`src/rtl/gpo_pkg.sv`:
```
package gpo_pkg;

   typedef enum logic [1:0] {
      WSEL_SHORT = 2'b00,
      WSEL_MED   = 2'b01,
      WSEL_LONG  = 2'b10,
      WSEL_MAX   = 2'b11
   } wsel_e;

   function automatic int unsigned max4(int unsigned a, int unsigned b,
                                        int unsigned c, int unsigned d);
      int unsigned m;
      m = a;
      if (b > m) m = b;
      if (c > m) m = c;
      if (d > m) m = d;
      return m;
   endfunction

endpackage

```
`src/rtl/gpo_tick_gen.sv`:
```
module gpo_tick_gen #(
   parameter int unsigned DIV = 50
) (
   input  logic clk,
   input  logic rst,
   output logic tick
);

   generate
      if (DIV == 1) begin : g_every
         logic run_q;
         always_ff @(posedge clk) begin
            if (rst) run_q <= 1'b0;
            else     run_q <= 1'b1;
         end
         assign tick = run_q;
      end else begin : g_count
         localparam int unsigned PW = $clog2(DIV);
         logic [PW-1:0] pre_q;
         assign tick = (pre_q == PW'(DIV - 1));
         always_ff @(posedge clk) begin
            if (rst)       pre_q <= '0;
            else if (tick) pre_q <= '0;
            else           pre_q <= pre_q + 1'b1;
         end

         assert_pre_range_R5: assert property (@(posedge clk) disable iff (rst)
            !tick |=> pre_q == $past(pre_q) + 1'b1);
      end
   endgenerate

endmodule

```
`src/rtl/gpo_pin_timer.sv`:
```
module gpo_pin_timer #(
   parameter int unsigned CW = 17
) (
   input  logic          clk,
   input  logic          rst,
   input  logic          tick,
   input  logic          load,
   input  logic          cancel,
   input  logic [CW-1:0] load_val,
   output logic          busy,
   output logic          expire
);

   logic [CW-1:0] cnt_q;

   assign busy   = (cnt_q != '0);
   assign expire = tick && (cnt_q == CW'(1)) && !load && !cancel;

   always_ff @(posedge clk) begin
      if (rst)               cnt_q <= '0;
      else if (load)         cnt_q <= load_val;
      else if (cancel)       cnt_q <= '0;
      else if (tick && busy) cnt_q <= cnt_q - 1'b1;
   end

   assert_load_width_R8: assert property (@(posedge clk) disable iff (rst)
      load |=> cnt_q == $past(load_val));

   assert_cancel_stop_R9: assert property (@(posedge clk) disable iff (rst)
      (cancel && !load) |=> !busy);

   assert_hold_between_ticks_R7: assert property (@(posedge clk) disable iff (rst)
      (!tick && !load && !cancel) |=> $stable(cnt_q));

endmodule

```
`src/rtl/gpo_pulse_ctrl.sv`:
```
module gpo_pulse_ctrl
   import gpo_pkg::*;
#(
   parameter int unsigned   NPINS   = 8,
   parameter int unsigned   AW      = 8,
   parameter int unsigned   CLK_HZ  = 50_000_000,
   parameter int unsigned   TICK_HZ = 1_000_000,
   parameter int unsigned   W0      = 500,
   parameter int unsigned   W1      = 1000,
   parameter int unsigned   W2      = 20000,
   parameter int unsigned   W3      = 100000,
   parameter logic [AW-1:0] A_DATA  = AW'('h11),
   parameter logic [AW-1:0] A_STAT  = AW'('h12),
   parameter logic [AW-1:0] A_MODE  = AW'('h13),
   parameter logic [AW-1:0] A_WIDTH = AW'('h14)
) (
   input  logic             clk,
   input  logic             rst,
   input  logic [AW-1:0]    addr,
   input  logic [NPINS-1:0] wr_data,
   input  logic             wr_en,
   input  logic             rd_en,
   output logic [NPINS-1:0] rd_data,
   output logic [NPINS-1:0] pin_out
);

   localparam int unsigned DIV  = CLK_HZ / TICK_HZ;
   localparam int unsigned WMAX = max4(W0, W1, W2, W3);
   localparam int unsigned CW   = $clog2(WMAX + 1);

   generate
      if (NPINS < 2) begin : g_bad_pins
         $error("NPINS must be at least 2 to hold the width code");
      end
      if (TICK_HZ == 0 || CLK_HZ < TICK_HZ || (CLK_HZ % TICK_HZ) != 0) begin : g_bad_div
         $error("CLK_HZ must be a nonzero multiple of TICK_HZ");
      end
      if (W0 == 0 || W1 == 0 || W2 == 0 || W3 == 0) begin : g_bad_width
         $error("every pulse width must be at least one tick");
      end
   endgenerate

   logic [NPINS-1:0] data_q, data_d, mode_q, done;
   wsel_e            wsel_q;
   logic [CW-1:0]    width_ticks;
   logic             tick;
   logic             wr_dat, wr_mode, wr_wid;

   assign wr_dat  = wr_en && (addr == A_DATA);
   assign wr_mode = wr_en && (addr == A_MODE);
   assign wr_wid  = wr_en && (addr == A_WIDTH);

   gpo_tick_gen #(.DIV(DIV)) u_tick (
      .clk  (clk),
      .rst  (rst),
      .tick (tick)
   );

   always_comb begin
      unique case (wsel_q)
         WSEL_SHORT: width_ticks = CW'(W0);
         WSEL_MED:   width_ticks = CW'(W1);
         WSEL_LONG:  width_ticks = CW'(W2);
         default:    width_ticks = CW'(W3);
      endcase
   end

   generate
      for (genvar p = 0; p < NPINS; p++) begin : g_pin
         logic flip, trig, lvl_wr, busy;

         assign flip   = wr_mode && (wr_data[p] != mode_q[p]);
         assign trig   = wr_dat && mode_q[p] && wr_data[p];
         assign lvl_wr = wr_dat && !mode_q[p];

         gpo_pin_timer #(.CW(CW)) u_tmr (
            .clk      (clk),
            .rst      (rst),
            .tick     (tick),
            .load     (trig),
            .cancel   (flip),
            .load_val (width_ticks),
            .busy     (busy),
            .expire   (done[p])
         );

         always_comb begin
            if (flip)         data_d[p] = 1'b0;
            else if (lvl_wr)  data_d[p] = wr_data[p];
            else if (trig)    data_d[p] = 1'b1;
            else if (done[p]) data_d[p] = 1'b0;
            else              data_d[p] = data_q[p];
         end

         assert_level_follow_R4: assert property (@(posedge clk) disable iff (rst)
            lvl_wr |=> pin_out[p] == $past(wr_data[p]));

         assert_rise_by_write_R5: assert property (@(posedge clk) disable iff (rst)
            (mode_q[p] && $rose(pin_out[p])) |-> $past(wr_dat && wr_data[p]));

         assert_zero_ignored_R6: assert property (@(posedge clk) disable iff (rst)
            (wr_dat && mode_q[p] && !wr_data[p] && !done[p]) |=> $stable(pin_out[p]));

         assert_flip_clears_R9: assert property (@(posedge clk) disable iff (rst)
            ($rose(mode_q[p]) || $fell(mode_q[p])) |-> !pin_out[p] && !busy);
      end
   endgenerate

   always_ff @(posedge clk) begin
      if (rst) begin
         data_q <= '0;
         mode_q <= '0;
         wsel_q <= WSEL_SHORT;
      end else begin
         data_q <= data_d;
         if (wr_mode) mode_q <= wr_data;
         if (wr_wid)  wsel_q <= wsel_e'(wr_data[1:0]);
      end
   end

   assign pin_out = data_q;

   always_ff @(posedge clk) begin
      if (rst) begin
         rd_data <= '0;
      end else if (rd_en) begin
         if (addr == A_DATA)       rd_data <= data_q;
         else if (addr == A_STAT)  rd_data <= pin_out;
         else if (addr == A_MODE)  rd_data <= mode_q;
         else if (addr == A_WIDTH) rd_data <= {{(NPINS-2){1'b0}}, wsel_q};
         else                      rd_data <= '0;
      end
   end

   assert_reset_state_R1: assert property (@(posedge clk)
      rst |=> (pin_out == '0) && (mode_q == '0) && (rd_data == '0));

   assert_reserved_zero_R3: assert property (@(posedge clk) disable iff (rst)
      (rd_en && addr == A_WIDTH) |=> rd_data[NPINS-1:2] == '0);

   assert_read_hold_R2: assert property (@(posedge clk) disable iff (rst)
      !rd_en |=> $stable(rd_data));

endmodule

```
`config.mk`:
```
export PLATFORM = sky130hd
export DESIGN_NAME = gpo_pulse_ctrl
export DESIGN_NICKNAME = d
export VERILOG_FILES = /design/src/rtl/gpo_pkg.sv /design/src/rtl/gpo_tick_gen.sv /design/src/rtl/gpo_pin_timer.sv /design/src/rtl/gpo_pulse_ctrl.sv
export SDC_FILE = /design/constraint.sdc
export NUM_CORES = 1
export LEC_CHECK = 0
export ABC_AREA = 0
export BUFFER_PORTS_ARGS = -buffer_cell sky130_fd_sc_hd__buf_2
export CAP_MARGIN = 20
export CORE_MARGIN = 1.5
export CORE_UTILIZATION = 60
export CTS_CLUSTER_SIZE = 28
export DETAILED_ROUTE_END_ITERATION = 8
export PLACE_DENSITY = 0.77
export SLEW_MARGIN = 10
export SYNTH_ARGS = -nofsm -noshare
export SYNTH_HDL_FRONTEND = slang
export SYNTH_SLANG_ARGS = --single-unit
```
`constraint.sdc`:
```
create_clock -name clk -period 5.7 [get_ports clk]
set_input_delay 0.285 -clock clk [delete_from_list [all_inputs] [get_ports clk]]
set_output_delay 0.285 -clock clk [all_outputs]
set_load 0.02 [all_outputs]
```
; ---- Yosys cells after proc, flatten, opt, wreduce, memory -nomap -nowiden
; Index checks and enable logic that the tools add are counted.
[totals]
inputBits = 20
ff_bits = 168
[classes]
n_reduce_logical = 125
eq_ne = 23
n_mux = 53
addsub = 9
[ops]
columns = cell, count
row1 = $mux W17, 24
row2 = $eq A17 B1 Y1 const B, 8
row3 = $reduce_bool A17 Y1, 8
row4 = $sub A17 B1 Y17 const B, 8
row5 = $logic_and A1 B1 Y1, 67
row6 = $pmux W17 S3, 1
row7 = $reduce_bool A3 Y1, 16
row8 = $eq A8 B5 Y1 const B, 4
row9 = $logic_not A1 Y1, 24
row10 = $mux W1, 24
row11 = $mux W8, 3
row12 = $reduce_or A2 Y1, 9
row13 = $ne A1 B1 Y1, 8
row14 = $add A6 B1 Y6 const B, 1
row15 = $eq A6 B6 Y1 const B, 1
row16 = $eq A2 B1 Y1 const B, 1
row17 = $eq A2 B2 Y1 const B, 1
row18 = $logic_not A2 Y1, 1
row19 = $mux W2, 1

; ---- Longest topological paths before layout
[depth]
depth_word = 10
depth_mapped = 9

; ---- Hierarchy
; Synthesis repeated with hierarchy kept, for this count alone.
[unflattened]
hier_cells = 1431
hier_area_um2 = 11388.4
[modules_own_cells]
columns = module, cells_each, n_inst, area_each_um2
row1 = gpo_pin_timer at g_pin[0].u_tmr ..., 149, 6, 1152.4
row2 = gpo_pin_timer at g_pin[6].u_tmr ..., 148, 2, 1246.2
row3 = gpo_pulse_ctrl, 214, 1, 1726.7
row4 = gpo_tick_gen, 27, 1, 255.2

; ---- Least setup slack after synthesis
; OpenSTA, ideal clock, no wires.
[synth_timing]
kind = flip-flop to flip-flop
from = register g_pin[2].u_tmr.cnt_q[0]
to = register g_pin[2].u_tmr.cnt_q[8]
path_buffers = 0
synth_period_minus_slack_ps = 2154
stages_incl_launch_ff = 8
t_arrival_ps = 2035
setup_slack_ps = 3546
required_ps = 5581
path_cell_list = dfxtp_1 inv_1 ha_1 nor3b_1 and4_1 a21oi_1 or2_2 o221a_1
[synth_via]
elab_chain_len = 4
[synth_lines]
columns = element, line
row1 = from (decl), gpo_pin_timer.sv:14  ; logic [CW-1:0] cnt_q;
row2 = from (signal assigned), gpo_pin_timer.sv:21  ; else if (load) cnt_q <= load_val;
row3 = from (signal assigned), gpo_pin_timer.sv:23  ; else if (tick && busy) cnt_q <= cnt_q - 1'b1;
row4 = $sub A17 B1 Y17, gpo_pin_timer.sv:23
row5 = $mux W17, gpo_pin_timer.sv:23
row6 = $mux W17, gpo_pin_timer.sv:22  ; else if (cancel) cnt_q <= '0;
row7 = $mux W17, gpo_pin_timer.sv:21
; Parallel ways exist; a longest one is shown, timed or not. The select of a mux whose other input is x is not followed.
; A chain may end at the register's enable or synchronous reset.

; ---- Worst setup path in the final report
[layout_timing]
from = register u_tick.g_count.pre_q[3]
to = register g_pin[1].u_tmr.cnt_q[6]
[layout_via]
elab_chain_len = 3
[layout_lines]
columns = element, line
row1 = from (decl), gpo_tick_gen.sv:19  ; logic [PW-1:0] pre_q;
row2 = from (signal assigned), gpo_tick_gen.sv:24  ; else pre_q <= pre_q + 1'b1;
row3 = $eq A6 B6 Y1, gpo_tick_gen.sv:20  ; assign tick = (pre_q == PW'(DIV - 1));
row4 = $logic_and A1 B1 Y1, gpo_pin_timer.sv:23
row5 = $reduce_bool A3 Y1 (no source line), n/a
row6 = to (signal assigned), gpo_pin_timer.sv:21
row7 = to (signal assigned), gpo_pin_timer.sv:23
row8 = to (decl), gpo_pin_timer.sv:14
; No other way between the ends.

==> out/qor.yml <==
grt_pass1_vias: 9529
synth_compound_area_frac: 0.2349
syn_inst: 1329
postCtsHoldBufs: 0
place_area_um2: 10720
max-cap-violations: 0
areaGrowthSynthToFinish_pct: 6.595
outcome: "completed"
hold_path.startpoint: "wr_data[2]"
finalCriticalPeriod_ps: 2771
cp-start-kind: "flop"
max_slew_margin: 0.2440
h-tree-depth: 4
cts_resized: 0
irDropWorstVdd_v: 0.0002431
syn-num-nets: 1367
layout.cells.most_common: "dfxtp_1"
rsz0062_at_grt: "no"
viasPerCell: 6.894
tns_ps: 0
yosys_warnings: 0
yosysSeqAreaShare: 0.3171
clk_latency_ps: 440
fp-row-count: 48
async_reset_ff_frac: 0
worstSetupPathType: "flop to flop"
ys_top_cells_by_area: "dfxtp_1 (32%), nor3_1 (5.1%), a21oi_1 (3.6%)"
synthSimpleGateAreaFrac: 0.2996
fin_area_um2: 11300
timing.fmax_mhz: 360.9
synthDominantCellAreaShare: 0.3171
core_area_um2: 17300
power.leakage_nw: 4.104
synth_top_family_by_area: "simple AND/OR/NAND/NOR gates"
dieHeight_um: 136.0
start_util: 0.6131
crit_family: "simple AND/OR/NAND/NOR gates"
cp_data_required_time_ps: 6030
finalSetupViolCount: 0
ys.flop_type: "dfxtp_1"
min_period_over_period: 0.4861
p_per_area_nw_per_um2: 215.0
cts_max_path_buffers: 2
avgSynthCellArea_um2: 7.980
grt_max_degree: 63
syn_area_um2: 10610
rrSetupSlack_ps: 2930
skew_ps: 9.644
worstMarginPinSlew_ps: 1124
crit_buf_inv: 1
critPathMaxFanout: 48
r2r_cells: 6
cp.arrival_ps: 3100
muxShareOfSynthArea: 0.01333
path_clk_slew_ps: 70
synth_edf_count: 0
cts.sinks: 168
grt.total_usage: 0.3317
ios: 36
drt-initial-drc-count: 1116
holdPathEnd: "mode_q[2]$_SDFFE_PP0P_"
gp_congestion: 0.9073
cp_cell_sequence: "and4bb_1 -> and2_2 -> buf_12 -> and2_1 -> a31oi_1 -> o221a_1"
dr_total_vias: 10580
cts_tree: "yes"
synthAdderAreaFrac: 0.02407
regToRegStartpoint: "u_tick.g_count.pre_q[3]$_SDFF_PP0_"
ant_nets: 0
crit_path_end_kind: "flop"
final_nets: 1334
r2r-end: "g_pin[1].u_tmr.cnt_q[6]$_SDFFE_PP0P_"
antenna_found_initial: 0
grt_pass1_wl_um: 48740
critPathSlowestCell: "and2_1"
cp.depth: 6
totalWireLength_um: 30350
ys_ff_latch: 168
min_path_cells: 3
synth_xor_area_frac: 0.05203
dpl.hpwl_um: 19780
numPortBuffers: 35
max_stage_delay_ps: 640
dieArea_um2: 18480
route.detailed.drc: 0
synthDistinctLibCells: 90
overflow: 0
numCtsBuffers: 17
cts_setup_buffers: 0
wl_per_cell_um: 19.79
maxSlewViolCount: 0
antennaDiodeCount: 0
drive_above_1_share: 0.1008
synth_area_leader_cell: "dfxtp_1"
hold_violations: 0
die_w_um: 136.0
p_total_mw: 2.431
layout_common_cells: "dfxtp_1 (168), nor3_1 (107), nor2_1 (95)"
clock-root-buffer: "clkbuf_16"
hold_class: "primary input to flop"
drt_pass1_iterations: 7
## registers in the layout (all words and copies together), names as in the netlist
name and count:
mode_q 8, pin_out 8, wsel_q 2, u_tick.g_count.pre_q 6
g_pin.u_tmr.cnt_q 136, rd_data 8
## final cells by class
class / instances / area, um2
clock buffers: 19 / 442.9
repair buffers: 46 / 272.8
clock inverters: 13 / 130.1
fillers: 1504 / 5992
multi-input cells: 1012 / 6623
flip-flops and latches: 168 / 3363
well taps: 225 / 281.5
inverters: 51 / 191.4
## metrics by stage
stage                       util  instances  hold slack (ps)  setup WS [ps]
after floorplan                -       1329            421.0           3546
after global placement    0.6200       1501            469.1           2780
after detailed placement  0.6200       1501            475.1           2704
after CTS                 0.6531       1533            151.6           2992
after global routing      0.6536       1534            157.4           2773
final                     0.6536       1534            158.9           2929
## routing by layer
metal,GRT usage,up-vias,share of wire
met5,0,-,0
met4,0.1336,0,0.029
met3,0.05779,73,0.087
met2,0.5243,486,0.46
met1,0.4489,5034,0.43
li1,-,4983,-
## power by group
part	internal, mW	leakage [nW]	switching, mW
clock network	0.653	0.278	0.501
logic	0.0292	2.47	0.0679
registers	1.18	1.35	0.00347
## synth_stat cells, types with 31 or more instances
cell / number
nand2_1: 91
inv_1: 51
dfxtp_1: 168
nand3_1: 45
clkbuf_1: 64
nor3_1: 108
xor2_1: 32
nor2_1: 95
xnor2_1: 31
nor4_1: 45
a21oi_1: 77
## worst min-delay path: stages
cell and delay [ps]:
buf_2 150, nand2_1 70, a21oi_1 50
## how the worst max path moves through the flow
stage	start	to	slack, ps
floorplan	g_pin[2].u_tmr.cnt_q[0]$_SDFFE_PP0P_	g_pin[2].u_tmr.cnt_q[8]$_SDFFE_PP0P_	3550
global placement	addr[3]	g_pin[1].u_tmr.cnt_q[15]$_SDFFE_PP0P_	2780
detailed placement	addr[3]	g_pin[1].u_tmr.cnt_q[15]$_SDFFE_PP0P_	2700
CTS	u_tick.g_count.pre_q[3]$_SDFF_PP0_	g_pin[1].u_tmr.cnt_q[15]$_SDFFE_PP0P_	2990
global route	u_tick.g_count.pre_q[3]$_SDFF_PP0_	g_pin[1].u_tmr.cnt_q[1]$_SDFFE_PP0P_	2770
finish	u_tick.g_count.pre_q[3]$_SDFF_PP0_	g_pin[1].u_tmr.cnt_q[6]$_SDFFE_PP0P_	2930
## logic make-up after synthesis
logic type                 Yosys count
adders and majority gates           21
xor gates and xnor gates            63
DFF                                168
muxes                               14
and+or+nand+nor                    570
AOI/OAI and AO/OA                  344
buffers and inverters              149
Note: power is estimated with default switching activity, not from simulation.
